File: config.mk
export PLATFORM = sky130hd
export DESIGN_NAME = wtx_top
export DESIGN_NICKNAME = d
export VERILOG_FILES = /design/src/rtl/wtx_pkg.sv /design/src/rtl/wtx_capture.sv /design/src/rtl/wtx_shifter.sv /design/src/rtl/wtx_delay.sv /design/src/rtl/wtx_top.sv
export SDC_FILE = /design/constraint.sdc
export NUM_CORES = 1
export LEC_CHECK = 0
export CORE_MARGIN = 5
export CORE_UTILIZATION = 43
export CTS_CLUSTER_DIAMETER = 50
export DETAILED_ROUTE_END_ITERATION = 8
export HOLD_SLACK_MARGIN = 0.08
export MAX_ROUTING_LAYER = met4
export PLACE_DENSITY = 0.71
export SYNTH_ARGS = -nofsm -noshare
export SYNTH_HDL_FRONTEND = slang
export SYNTH_SLANG_ARGS = --single-unit
File: constraint.sdc
create_clock -name clk -period 1.1 [get_ports clk]
set_input_delay 0.22 -clock clk [delete_from_list [all_inputs] [get_ports clk]]
set_output_delay 0.22 -clock clk [all_outputs]
set_load 0.02 [all_outputs]
File: src/rtl/wtx_pkg.sv
package wtx_pkg;

  // One differential line as a true/complement pair
  typedef struct packed {
    logic p;
    logic n;
  } line_t;

  // Bit i of the alternating sync word: 1 on even positions
  function automatic logic alt_bit(input int i);
    return (i % 2) == 0;
  endfunction

  // Parked pair when disabled or not yet carrying data
  function automatic line_t drive_line(input logic en, input logic vld, input logic b);
    line_t l;
    if (!en || !vld) begin
      l.p = 1'b1;
      l.n = 1'b0;
    end else begin
      l.p = b;
      l.n = ~b;
    end
    return l;
  endfunction

endpackage

File: src/rtl/wtx_capture.sv
module wtx_capture #(
  parameter int W = 16
) (
  input  logic         clk,
  input  logic         rst_n,
  input  logic         word_stb,
  input  logic [W-1:0] din,
  input  logic         sync_req,
  output logic [W-1:0] cap_word,
  output logic         cap_evt
);
  logic [W-1:0] sync_word;

  for (genvar i = 0; i < W; i++) begin : g_alt
    assign sync_word[i] = wtx_pkg::alt_bit(i);
  end

  // Input register; cap_evt marks the cycle after a capture
  always_ff @(posedge clk or negedge rst_n) begin
    if (!rst_n) begin
      cap_word <= '0;
      cap_evt  <= 1'b0;
    end else begin
      cap_evt <= word_stb;
      if (word_stb) cap_word <= sync_req ? sync_word : din;
    end
  end
endmodule

File: src/rtl/wtx_shifter.sv
module wtx_shifter #(
  parameter int W = 16
) (
  input  logic         clk,
  input  logic         rst_n,
  input  logic         load,
  input  logic [W-1:0] word,
  output logic [W-1:0] shift_word,
  output logic         ser_bit,
  output logic         ser_vld
);
  always_ff @(posedge clk or negedge rst_n) begin
    if (!rst_n) begin
      shift_word <= '0;
      ser_vld    <= 1'b0;
    end else begin
      if (load) shift_word <= word;
      else      shift_word <= {1'b0, shift_word[W-1:1]};
      ser_vld <= ser_vld | load;
    end
  end

  assign ser_bit = shift_word[0];
endmodule

File: src/rtl/wtx_delay.sv
module wtx_delay #(
  parameter int DEPTH = 19
) (
  input  logic clk,
  input  logic rst_n,
  input  logic in_bit,
  input  logic in_vld,
  output logic out_bit,
  output logic out_vld
);
  logic [DEPTH-1:0] pb;
  logic [DEPTH-1:0] pv;

  if (DEPTH == 1) begin : g_one
    always_ff @(posedge clk or negedge rst_n) begin
      if (!rst_n) begin
        pb <= '0;
        pv <= '0;
      end else begin
        pb <= in_bit;
        pv <= in_vld;
      end
    end
  end else begin : g_many
    always_ff @(posedge clk or negedge rst_n) begin
      if (!rst_n) begin
        pb <= '0;
        pv <= '0;
      end else begin
        pb <= {pb[DEPTH-2:0], in_bit};
        pv <= {pv[DEPTH-2:0], in_vld};
      end
    end
  end

  assign out_bit = pb[DEPTH-1];
  assign out_vld = pv[DEPTH-1];
endmodule

File: src/rtl/wtx_top.sv
module wtx_top #(
  parameter int W   = 16,
  parameter int LAT = 20
) (
  input  logic         clk,
  input  logic         rst_n,
  input  logic         word_stb,
  input  logic [W-1:0] din,
  input  logic         sync_req,
  input  logic         en_a,
  input  logic         en_b,
  output logic         txa_p,
  output logic         txa_n,
  output logic         txb_p,
  output logic         txb_n
);
  import wtx_pkg::*;

  // One stage is the shift register itself; the rest is the delay line
  localparam int DLY = LAT - 1;

  logic [W-1:0] cap_word;
  logic         cap_evt;
  logic [W-1:0] shift_word;
  logic         ser_bit;
  logic         ser_vld;
  logic         line_bit;
  logic         line_vld;
  line_t        la;
  line_t        lb;

  wtx_capture #(.W(W)) u_cap (
    .clk(clk), .rst_n(rst_n), .word_stb(word_stb), .din(din),
    .sync_req(sync_req), .cap_word(cap_word), .cap_evt(cap_evt)
  );

  wtx_shifter #(.W(W)) u_shf (
    .clk(clk), .rst_n(rst_n), .load(cap_evt), .word(cap_word),
    .shift_word(shift_word), .ser_bit(ser_bit), .ser_vld(ser_vld)
  );

  wtx_delay #(.DEPTH(DLY)) u_dly (
    .clk(clk), .rst_n(rst_n), .in_bit(ser_bit), .in_vld(ser_vld),
    .out_bit(line_bit), .out_vld(line_vld)
  );

  always_comb begin
    la = drive_line(en_a, line_vld, line_bit);
    lb = drive_line(en_b, line_vld, line_bit);
  end

  assign txa_p = la.p;
  assign txa_n = la.n;
  assign txb_p = lb.p;
  assign txb_n = lb.n;
endmodule

Yosys cells after proc, flatten, opt, wreduce, memory -nomap -nowiden --
Index checks and enable logic that the tools add are counted.
Storage, ports and cells: register bits 72, input port bits 22, output and inout port bits 4, word-level logic and storage cells 17
Operators by class: mux-type cells 4, bitwise gates (word level) 2, reductions and logical operators 5
Operator list (count):
- $mux W16 | 2
- $mux W2 | 2
- $logic_not A1 Y1 | 3
- $logic_or A1 B1 Y1 | 2
- $not A1 Y1 | 1
- $or A1 B1 Y1 | 1

Longest topological paths before layout --
Gate-level depths: netlist of the first run.
word-level depth 3, depth in mapped cells 3, gate-level depth less buffers 2

Hierarchy --
A second synthesis of the first run with hierarchy kept.
Unflattened totals: cell total of the unflattened synthesis 148, area, all modules 2376.0 um2
Modules (own cells, without submodules):
- wtx_delay | times used 1, cells each 38, area each 950.9 um2, seq. area each 950.9 um2
- wtx_capture | times used 1, cells each 69, area each 715.7 um2, seq. area each 425.4 um2
- wtx_shifter | times used 1, cells each 37, area each 676.9 um2, seq. area each 425.4 um2
- wtx_top | times used 1, cells each 4, area each 32.5 um2, seq. area each 0.0 um2

Worst setup path before layout of the first run --
Ideal clock, no wire load.
kind register -> register, start point register u_cap.cap_evt, end point register u_shf.shift_word[2], library setup time 125 ps, arrival 901 ps, required time 975 ps, path slack 74 ps, stages on the path, launching flop included 4, buffers on the path 2, clock period less this slack 1026 ps, cells stage by stage dfrtp_1 > buf_6 > buf_12 > mux2_4
On the way: word-level cells in the longest chain between the ends 1
RTL lines:
- start, declared | line wtx_capture.sv:10 | output logic cap_evt
- start signal, assigned | line wtx_capture.sv:24 | cap_evt <= word_stb;
- $mux W16 | line wtx_shifter.sv:17 | if (load) shift_word <= word;
- end signal, assigned | line wtx_shifter.sv:17
- end signal, assigned | line wtx_shifter.sv:18 | else shift_word <= {1'b0, shift_word[W-1:1]};
- end, declared | line wtx_shifter.sv:8 | output logic [W-1:0] shift_word,
Every way passes these cells. A chain may end at the register's enable or synchronous reset.

Final worst setup path of the first run --
start point register u_dly.pb[18], end point output port txa_n
On the way: word-level cells in the longest chain between the ends 2
RTL lines:
- start, declared | line wtx_delay.sv:11 | logic [DEPTH-1:0] pb;
- start signal, assigned | line wtx_delay.sv:30 | pb <= {pb[DEPTH-2:0], in_bit};
- $not A1 Y1 | line wtx_pkg.sv:22 | l.n = ~b;
- $mux W2 | line wtx_pkg.sv:17 | if (!en || !vld) begin
- end, declared | line wtx_top.sv:13 | output logic txa_n,
Every way passes these cells.

==> results of run 1 <==
## what timing repair did
item                                    CTS  global route
endpoints found under the setup margin    4             4
endpoints found under the hold margin    72             0
pin swaps                                 1             1
resized for setup                        28             0
hold buffers                              1             0
## power groups by stage
stage / logic (mW) / clock network, mW / registers [mW]
2_1_floorplan: 0.213 / 0 / 2.95
3_3_place_gp: 0.393 / 0 / 2.98
3_5_place_dp: 0.405 / 0 / 2.98
4_1_cts: 0.425 / 2.28 / 2.94
5_1_grt: 0.462 / 2.42 / 2.96
6_report: 0.417 / 2.21 / 2.94
## cell type report
class / instances / area (µm²) / area share (%)
timing repair buffer: 33 / 338 / 11.5
sequential: 72 / 1800 / 61.5
multi-input combinational: 62 / 452 / 15.4
tap: 70 / 87.6 / 2.99
clock buffer: 9 / 124 / 4.23
inverter: 8 / 30.0 / 1.03
clock inverter: 7 / 96.3 / 3.29
## sequential cells by signal, summed over array words and instances (netlist names)
name,cells
u_cap.cap_evt,1
u_cap.cap_word,16
u_dly.pb,19
u_dly.pv,19
u_shf.ser_vld,1
u_shf.shift_word,16
## layer usage
| metal | vias to the layer above | GRT usage, % | routed length (µm) |
|---|---|---|---|
| met1 | 598 | 12.6 | 1500 |
| li1 | 554 | - | - |
| met4 | 0 | 3.95 | 38 |
| met3 | 4 | 7.11 | 208 |
| met2 | 29 | 16.7 | 1570 |
| met5 | - | - | 0 |
## placed cells by master, fill, tap and decap left out, drive strengths merged
cell and n:
a21oi 8, and2 3, buf 12, bufinv 2, clkbuf 9, clkdlybuf4s50 20, clkinv 2, clkinvlp 3
dfrtp 72, dlygate4sd3 1, inv 8, mux2 15, nand2 2, nand3b 8, nor2 16, nor2b 1
o21ai 8, or2 1
## through the flow
| step | util [%] | worst slack [ns] |
|---|---|---|
| 2_1_floorplan | - | 0.0741 |
| 3_3_place_gp | 51.8 | -0.525 |
| 3_5_place_dp | 51.8 | -0.551 |
| 4_1_cts | 56.6 | -0.263 |
| 5_1_grt | 56.6 | -0.345 |
| 6_report | 56.6 | -0.265 |
## worst max-delay path, stage by stage (launching register included)
cell     delay (ns)
dfrtp_1        0.40
nor2b_4        0.15
and2_4         0.15
buf_6          0.11
## final timing paths
kind / end / slack, ns / depth (start not counted) / from
setup / recovery: txa_n / -0.27 / 3 / u_dly.pb[18]
hold / removal: u_dly.pb[7] / 0.35 / 0 / u_dly.pb[6]
setup reg to reg: u_shf.shift_word[5] / 0.10 / 2 / u_cap.cap_evt
hold reg to reg: u_dly.pb[7] / 0.35 / 0 / u_dly.pb[6]
max in group asynchronous: u_dly.pb[6] / 0.39 / 3 / rst_n
min in group asynchronous: u_dly.pv[18] / 0.43 / 3 / rst_n
## cell families after synthesis
| kind of cell | after synthesis | synth area share (%) |
|---|---|---|
| buffers and inverters | 14 | 3.50 |
| flip-flops | 72 | 77.6 |
| multiplexers | 15 | 8.57 |
| AO/OA/AOI/OAI | 16 | 3.45 |
| AND/OR/NAND/NOR | 31 | 6.90 |
==> results_dict.tcl, run 1 <==
set metrics [dict create \
    status "finished with violations" \
    violations "setup timing" \
    grt_pass1_wl_um 5860 \
    areaGrowthSynthToFinish_pct 26.1 \
    synth_edf_count 0 \
    start_util_pct 44.9 \
    die-width_um 83.5 \
    arrival_ns 1.15 \
    yosys_warnings 0 \
    crit_fanout 4 \
    fin_area_um2 2930 \
    hp-class "reg -> reg" \
    cts-root-buf "clkbuf_8" \
    yosys_register_bits 72 \
    diodes 0 \
    power_frac_seq_pct 52.8 \
    critPathKind "reg -> out" \
    clk_latency_ns 0.33 \
    std_cell_rows 26 \
    p_total_mw 5.57 \
    p_sw_mw 1.19 \
    finalCritPeriodShare_pct 124 \
    drive_gt1_share_pct 24.6 \
    clock_skew_ns 0.00307 \
    hold_viol_final 0 \
    fill_cells 417 \
    cts_made_buffers 9 \
    drt_iter0_drc 45 \
    cts_buffer_depth 2 \
    setup_viol 4 \
    max_slew.worst_pin.slew_ns 0.348 \
    fmax_mhz 732 \
    postSynthAreaPerCell_um2 15.7 \
    fin_setup_tns_ns -0.957 \
    dp.cells 244 \
    yosysTopAreaCell "dfrtp_1" \
    worst_slack_ns -0.265 \
    critPathLaunchType "register" \
    grt_pass1_vias 1274 \
    tritoncts "done" \
    power.density_nw_per_um2 1900 \
    io_pins 26 \
    grt_usage_pct 11.3 \
    cts.sinks 72 \
    gp_congestion 0.742 \
    gr-total-overflow 0 \
    die_h_um 83.5 \
    ant_nets 0 \
    antenna_found_initial 0 \
    synthFlopType "dfrtp_1" \
    grt_max_degree 73 \
    layout_min_cycle_time_ns 1.37 \
    max_slew_margin_pct 76.8 \
    grt_setup_unrepaired "true" \
    coreArea_um2 5170 \
    vias 1185 \
    ys_types 16 \
    post-synth-top-count-cell "dfrtp_1" \
    dieArea_um2 6970 \
    postCtsSetupBuffers 0 \
    stdcell_count 261 \
    dp_hpwl_um 2030 \
    nets 208 \
    via_per_inst 4.54 \
    synth_area_um2 2320 \
    clock_power_share_pct 39.7 \
    netlist_top_cells_area "dfrtp_1 (78%), mux2_4 (5.2%), mux2_2 (3.4%), nand3b_1 (2.6%), nor2_1 (2.6%)" \
    drc 0 \
    ir_drop_v 0.00100 \
    wl_um 3320 \
    slew_viol_final 0 \
    portBuffers 25 \
    path_clk_slew_ns 0.07 \
    switching_share_pct 21.4 \
    synth_top_area_share_pct 77.6 \
    ys_seq_area_share_pct 77.6 \
    synth_fp_nets 170 \
    intPower_mw 4.38 \
    dpl_cell_area_um2 2680 \
    power_frac_comb_pct 7.5 \
    synth-async-reset-ratio_pct 100 \
    hold_ws_ns 0.348 \
    wl_per_cell_um 12.7 \
    end_kind "output pin" \
    yosys-top-cells-count "dfrtp_1 (72), nor2_1 (16)" \
    maxCapViolCount 0 \
    htree_levels 3 \
    leakagePower_nw 1.23 \
    drtPass1Iterations 4 \
    syn_inst 148 \
    critical_path_required_ns 0.88 \
]
Power figures use the tool's default switching activity.
==> run 2, diff against run 1 <==
--- a/config.mk
+++ b/config.mk
@@ -5,10 +5,12 @@
 export SDC_FILE = /design/constraint.sdc
 export NUM_CORES = 1
 export LEC_CHECK = 0
+export CORE_ASPECT_RATIO = 0.9
 export CORE_MARGIN = 5
 export CORE_UTILIZATION = 43
 export CTS_CLUSTER_DIAMETER = 50
 export DETAILED_ROUTE_END_ITERATION = 8
+export GPL_TIMING_DRIVEN = 0
 export HOLD_SLACK_MARGIN = 0.08
 export MAX_ROUTING_LAYER = met4
 export PLACE_DENSITY = 0.71
==> run 2 against run 1 <==
  * The flow finishes with violations (hold timing, setup timing)
  * Die area hardly changed
  * Sequential share of layout area increased by 0.56 points
  * Clock-buffer cell count increased by 4
  * Global-route usage is 0.72 points higher
  * Hold slack lost 0.36 ns
  * Core utilization is 1.4 points lower
  * Via count increased by 0.93%
  * Fmax rose by 1.5%
  * Setup slack improved by 0.020 ns
  * Flip-flop and latch count is the same
  * Sequential power about the same
  * Largest power group unchanged
==> results_dict.tcl, run 2 (synthesis results as in run 1) <==
set metrics [dict create \
    cts-root-buf "clkbuf_8" \
    vias 1196 \
    io_pins 26 \
    areaGrowthSynthToFinish_pct 25.0 \
    grt_pass1_wl_um 5980 \
    grt_setup_unrepaired "true" \
    crit_family "flip-flops" \
    std_cell_rows 25 \
    clk_latency_ns 0.33 \
    maxCapViolCount 0 \
    hold_viol_final 2 \
    via_per_inst 4.64 \
    worst-path-buf-inv 1 \
    status "finished with violations" \
    grt_max_degree 73 \
    cts_made_buffers 9 \
    layout_min_cycle_time_ns 1.34 \
    drc 0 \
    setup_viol 4 \
    drive_gt1_share_pct 23.6 \
    power.density_nw_per_um2 1910 \
    start_util_pct 44.2 \
    nets 208 \
    crit_fanout 4 \
    final_cell_mix "dfrtp_1 (72), clkdlybuf4s50_1 (20), nor2_1 (16)" \
    wl_um 3560 \
    gr-usage-met1_pct 14.4 \
    gp_congestion 0.767 \
    hold_ws_ns -0.0123 \
    tritoncts "done" \
    dieArea_um2 6970 \
    drt_iter0_drc 49 \
    fmax_mhz 744 \
    max_slew_margin_pct 43.5 \
    portBuffers 25 \
    max_stage_delay_ns 0.40 \
    hp-class "in -> async" \
    violations "hold timing, setup timing" \
    critPathLaunchType "register" \
    diodes 0 \
    cts.sinks 72 \
    grt_use_met2_pct 17.7 \
    postLayoutCoreUtil_pct 55.2 \
    coreArea_um2 5260 \
    cts_buffer_depth 2 \
    grt_pass1_vias 1256 \
    slowest_stage "dfrtp_1" \
    wl_per_cell_um 13.8 \
    gr-total-overflow 0 \
    clock_skew_ns 0.00662 \
    htree_levels 3 \
    arrival_ns 1.12 \
    slew_viol_final 0 \
    met3_usage_pct 6.30 \
    critical_path_required_ns 0.88 \
    fill_cells 424 \
    antenna_found_initial 0 \
    finalCritPeriodShare_pct 122 \
    leakagePower_nw 1.24 \
    path_clk_slew_ns 0.06 \
    end_kind "output pin" \
    critPathKind "reg -> out" \
    r2r_end "u_shf.shift_word[5]" \
    dp_hpwl_um 2200 \
    ir_drop_v 0.00114 \
    largest_registers "u_dly.pb: 19 flops, u_dly.pv: 19 flops" \
    r2r_start "u_cap.cap_evt" \
    worst_slack_ns -0.245 \
    grt_usage_pct 12.1 \
    drtPass1Iterations 4 \
    grt-busiest-layer "met2" \
    final_common_cell "dfrtp_1" \
    reg2reg_depth 3 \
    ff2ff_setup_slack_ns 0.03 \
    die_h_um 79.7 \
    cp_cell_sequence "nor2b_4 > and2_4 > buf_6" \
    max_slew.worst_pin.slew_ns 0.848 \
    ant_nets 0 \
    die-width_um 87.5 \
]
## run 2: worst max path at each step
stage	depth (start not counted)	start	to	slack (ns)
after floorplan	3	u_cap.cap_evt	u_shf.shift_word[2]	0.07
after global placement	1	rst_n	u_shf.shift_word[15]	-2.27
after detailed placement	3	en_b	txb_n	-0.55
after CTS	3	u_dly.pb[18]	txa_n	-0.29
after global routing	3	u_dly.pb[18]	txb_n	-0.31
final	3	u_dly.pb[18]	txa_n	-0.24
## run 2: layer usage
| metal | routed length, µm | share of wire [%] |
|---|---|---|
| met5 | 0 | 0 |
| met2 | 1700 | 48 |
| met3 | 228 | 6.4 |
| met1 | 1610 | 45 |
| met4 | 21 | 0.59 |
## run 2: what timing repair did
| item | CTS | global route |
|---|---|---|
| endpoints found under the setup margin | 4 | 10 |
| setup buffers | 0 | 2 |
| pin swaps | 3 | 1 |
| endpoints found under the hold margin | 72 | 29 |
| resized for setup | 25 | 4 |
## run 2: final cells by class
cell class | count | area (µm²) | share of cell area, %
plain buffers | 6 | 53.8 | 1.85
well taps | 67 | 83.8 | 2.89
clock inverters | 3 | 65.1 | 2.24
clock buffers | 13 | 149 | 5.13
multi-input cells | 62 | 452 | 15.6
inverters | 8 | 30.0 | 1.03
flip-flops and latches | 72 | 1800 | 62.1
repair buffers | 27 | 268 | 9.22
## run 2: per-stage QoR
step	std cells	power [mW]	setup WS [ns]	setup TNS, ns	instance area, µm²
3_3_place_gp	240	3.37	-2.27	-168.97	2660
4_1_cts	256	5.61	-0.287	-1.04	2880
2_1_floorplan	148	3.17	0.0741	0	2320
3_5_place_dp	240	3.38	-0.552	-5.80	2650
6_report	258	5.55	-0.245	-0.890	2900
5_1_grt	258	5.79	-0.307	-1.15	2900
## run 2: where the power goes
part / internal [mW] / switching (mW)
registers: 2.86 / 0.0743
logic: 0.236 / 0.181
clock network: 1.34 / 0.863
## run 2: worst reg2reg max path: cells and delay by family (launching register included)
| family | cells | cell delay [ns] |
|---|---|---|
| multiplexers | 1 | 0.30 |
| flip-flops | 1 | 0.38 |
| buffers and inverters | 2 | 0.29 |
==> run 3, diff against run 2 <==
--- a/config.mk
+++ b/config.mk
@@ -7,13 +7,14 @@
 export LEC_CHECK = 0
 export CORE_ASPECT_RATIO = 0.9
 export CORE_MARGIN = 5
-export CORE_UTILIZATION = 43
+export CORE_UTILIZATION = 45
 export CTS_CLUSTER_DIAMETER = 50
 export DETAILED_ROUTE_END_ITERATION = 8
 export GPL_TIMING_DRIVEN = 0
 export HOLD_SLACK_MARGIN = 0.08
 export MAX_ROUTING_LAYER = met4
-export PLACE_DENSITY = 0.71
+export PLACE_DENSITY = 0.76
+export RECOVER_POWER = 100
 export SYNTH_ARGS = -nofsm -noshare
 export SYNTH_HDL_FRONTEND = slang
 export SYNTH_SLANG_ARGS = --single-unit
==> constraint.sdc (replaced) <==
create_clock -name clk -period 1.2 [get_ports clk]
set_input_delay 0.24 -clock clk [delete_from_list [all_inputs] [get_ports clk]]
set_output_delay 0.24 -clock clk [all_outputs]
set_load 0.02 [all_outputs]
==> run 3 against run 2 <==
  * The run ends with setup timing left
  * Die area is 3.9% lower
  * Global-route usage grew 1.5 points
  * Critical path depth unchanged
  * Clock-buffer cell count stayed put
  * First-iteration DRC count grew 37%
  * Cell area is 0.86% lower
  * Power fell by 8.5%
  * Cell count fell by 1.2%
  * Flip-flop and latch count stayed put
  * Sequential share of layout area rose by 0.54 points
==> results_dict.tcl, run 3 (synthesis results as in run 1) <==
set metrics [dict create \
    status "finished with violations" \
    violations "setup timing" \
    critical_path_required_ns 0.96 \
    fmax_mhz 726 \
    drt_iter0_drc 67 \
    crit_family "flip-flops" \
    wl_met1_um 1510 \
    grt_setup_unrepaired "true" \
    gp_congestion 0.766 \
    hold_ws_ns 0.345 \
    antenna_found_initial 0 \
    critPathKind "reg -> out" \
    slew_viol_final 0 \
    arrival_ns 1.14 \
    critPathLaunchType "register" \
    max_slew_margin_pct 59.4 \
    setup_viol 12 \
    layout_min_cycle_time_ns 1.38 \
    htree_levels 3 \
    worst-path-buf-inv 1 \
    power_frac_seq_pct 53.0 \
    ant_nets 0 \
    clock_power_share_pct 39.6 \
    drc 0 \
    routed-wl-met2_um 1880 \
    drive_gt1_share_pct 22.6 \
    portBuffers 25 \
    max_stage_delay_ns 0.40 \
    worst_slack_ns -0.178 \
    io_pins 26 \
    coreArea_um2 4920 \
    vias 1196 \
    intPower_mw 4.06 \
    cts_buffer_depth 2 \
    diodes 0 \
    max_slew.worst_pin.slew_ns 0.609 \
    via_per_inst 4.69 \
    std_cell_rows 24 \
    power.density_nw_per_um2 1770 \
    hold_viol_final 0 \
    wl_per_cell_um 14.5 \
    cts.sinks 72 \
    hp-class "reg -> reg" \
    cts_made_buffers 9 \
    maxCapViolCount 0 \
    final_cell_mix "dfrtp_1 (72), clkdlybuf4s50_1 (19), nor2_1 (16)" \
    ff2ff_setup_slack_ns -0.06 \
    clock_skew_ns 0.00796 \
    power_frac_comb_pct 7.4 \
    clk_latency_ns 0.34 \
    areaGrowthSynthToFinish_pct 23.9 \
    grt_usage_pct 13.5 \
    final_common_cell "dfrtp_1" \
    largest_registers "u_dly.pb: 19 flops, u_dly.pv: 19 flops" \
    end_kind "output pin" \
    finalCritPeriodShare_pct 115 \
    p_sw_mw 1.02 \
    nets 207 \
    dr.max_layer_used "met4" \
    die_h_um 78.2 \
    slowest_stage "dfrtp_1" \
    grt_max_degree 73 \
    leakagePower_nw 1.23 \
    gr-total-overflow 0 \
    dp_hpwl_um 2330 \
    cp_cell_sequence "nor2b_4 > and2_4 > buf_6" \
    stdcell_count 255 \
    dp.cells 238 \
    postCtsSetupBuffers 0 \
    cts-root-buf "clkbuf_8" \
    ir_drop_v 0.00103 \
    wl_um 3690 \
    tritoncts "done" \
    start_util_pct 47.2 \
    die-width_um 85.7 \
    dieArea_um2 6700 \
    drtPass1Iterations 4 \
    crit_fanout 4 \
    switching_share_pct 20.2 \
    postLayoutCoreUtil_pct 58.4 \
    path_clk_slew_ns 0.06 \
    grt_pass1_wl_um 6470 \
    grt_pass1_vias 1366 \
    wl_met3_um 243 \
]
[run 3: cell count changes in the layout (fill, tap and decap cells not counted), sizes merged]
cell           change
dlygate4sd3        +2
clkbuf             +3
clkdlybuf4s50      -1
buf                -5
[run 3: worst register-to-register path: cells and delay by family (launching register included)]
family   cells  cell delay (ns)
buf+inv      2             0.48
flops        1             0.33
mux          1             0.32
[run 3: path summary, 6_finish.rpt]
check	start	to	cells after the start
worst max-delay path	u_dly.pb[18]	txb_n	3
worst min-delay path	u_dly.pb[13]	u_dly.pb[14]	0
worst max register to register	u_cap.cap_evt	u_shf.shift_word[3]	3
worst min register to register	u_dly.pb[13]	u_dly.pb[14]	0
max in group asynchronous	rst_n	u_shf.shift_word[0]	2
min in group asynchronous	rst_n	u_dly.pb[18]	2
[run 3: metrics by stage]
stage | total power, mW | cell area [µm²] | setup TNS, ns | worst slack, ns
floorplan | 2.90 | 2320 | 0 | 0.174
global placement | 3.08 | 2650 | -159.62 | -2.17
detailed placement | 3.11 | 2650 | -4.65 | -0.479
CTS | 5.17 | 2890 | -0.669 | -0.194
global route | 5.34 | 2880 | -1.88 | -0.243
finish | 5.08 | 2880 | -1.07 | -0.178
[run 3: cell type report]
type / count / area (µm²)
fill: 395 / 2050
sequential: 72 / 1800
multi-input combinational: 62 / 452
timing repair buffer: 26 / 267
clock buffer: 13 / 149
tap: 65 / 81.3
clock inverter: 3 / 65.1
buffer: 6 / 32.5
inverter: 8 / 30.0
[run 3: timing repair]
item / CTS / global route
hold endpoints to repair: 72 / 0
pin swaps: 0 / 2
hold buffers: 1 / 0
endpoints found under the setup margin: 4 / 76
resized for setup: 26 / 3
[run 3: layer usage]
| layer | vias to the layer above | GRT usage [%] |
|---|---|---|
| li1 | 548 | - |
| met1 | 606 | 15.9 |
| met2 | 34 | 20.0 |
| met3 | 8 | 6.39 |
| met4 | 0 | 5.70 |
| met5 | - | - |
[run 3: power by group through the flow]
stage / combinational (mW) / sequential [mW] / clock, mW
final: 0.374 / 2.69 / 2.01
after global routing: 0.414 / 2.72 / 2.21
after CTS: 0.383 / 2.70 / 2.08
after detailed placement: 0.373 / 2.74 / 0
after global placement: 0.355 / 2.73 / 0
after floorplan: 0.195 / 2.71 / 0
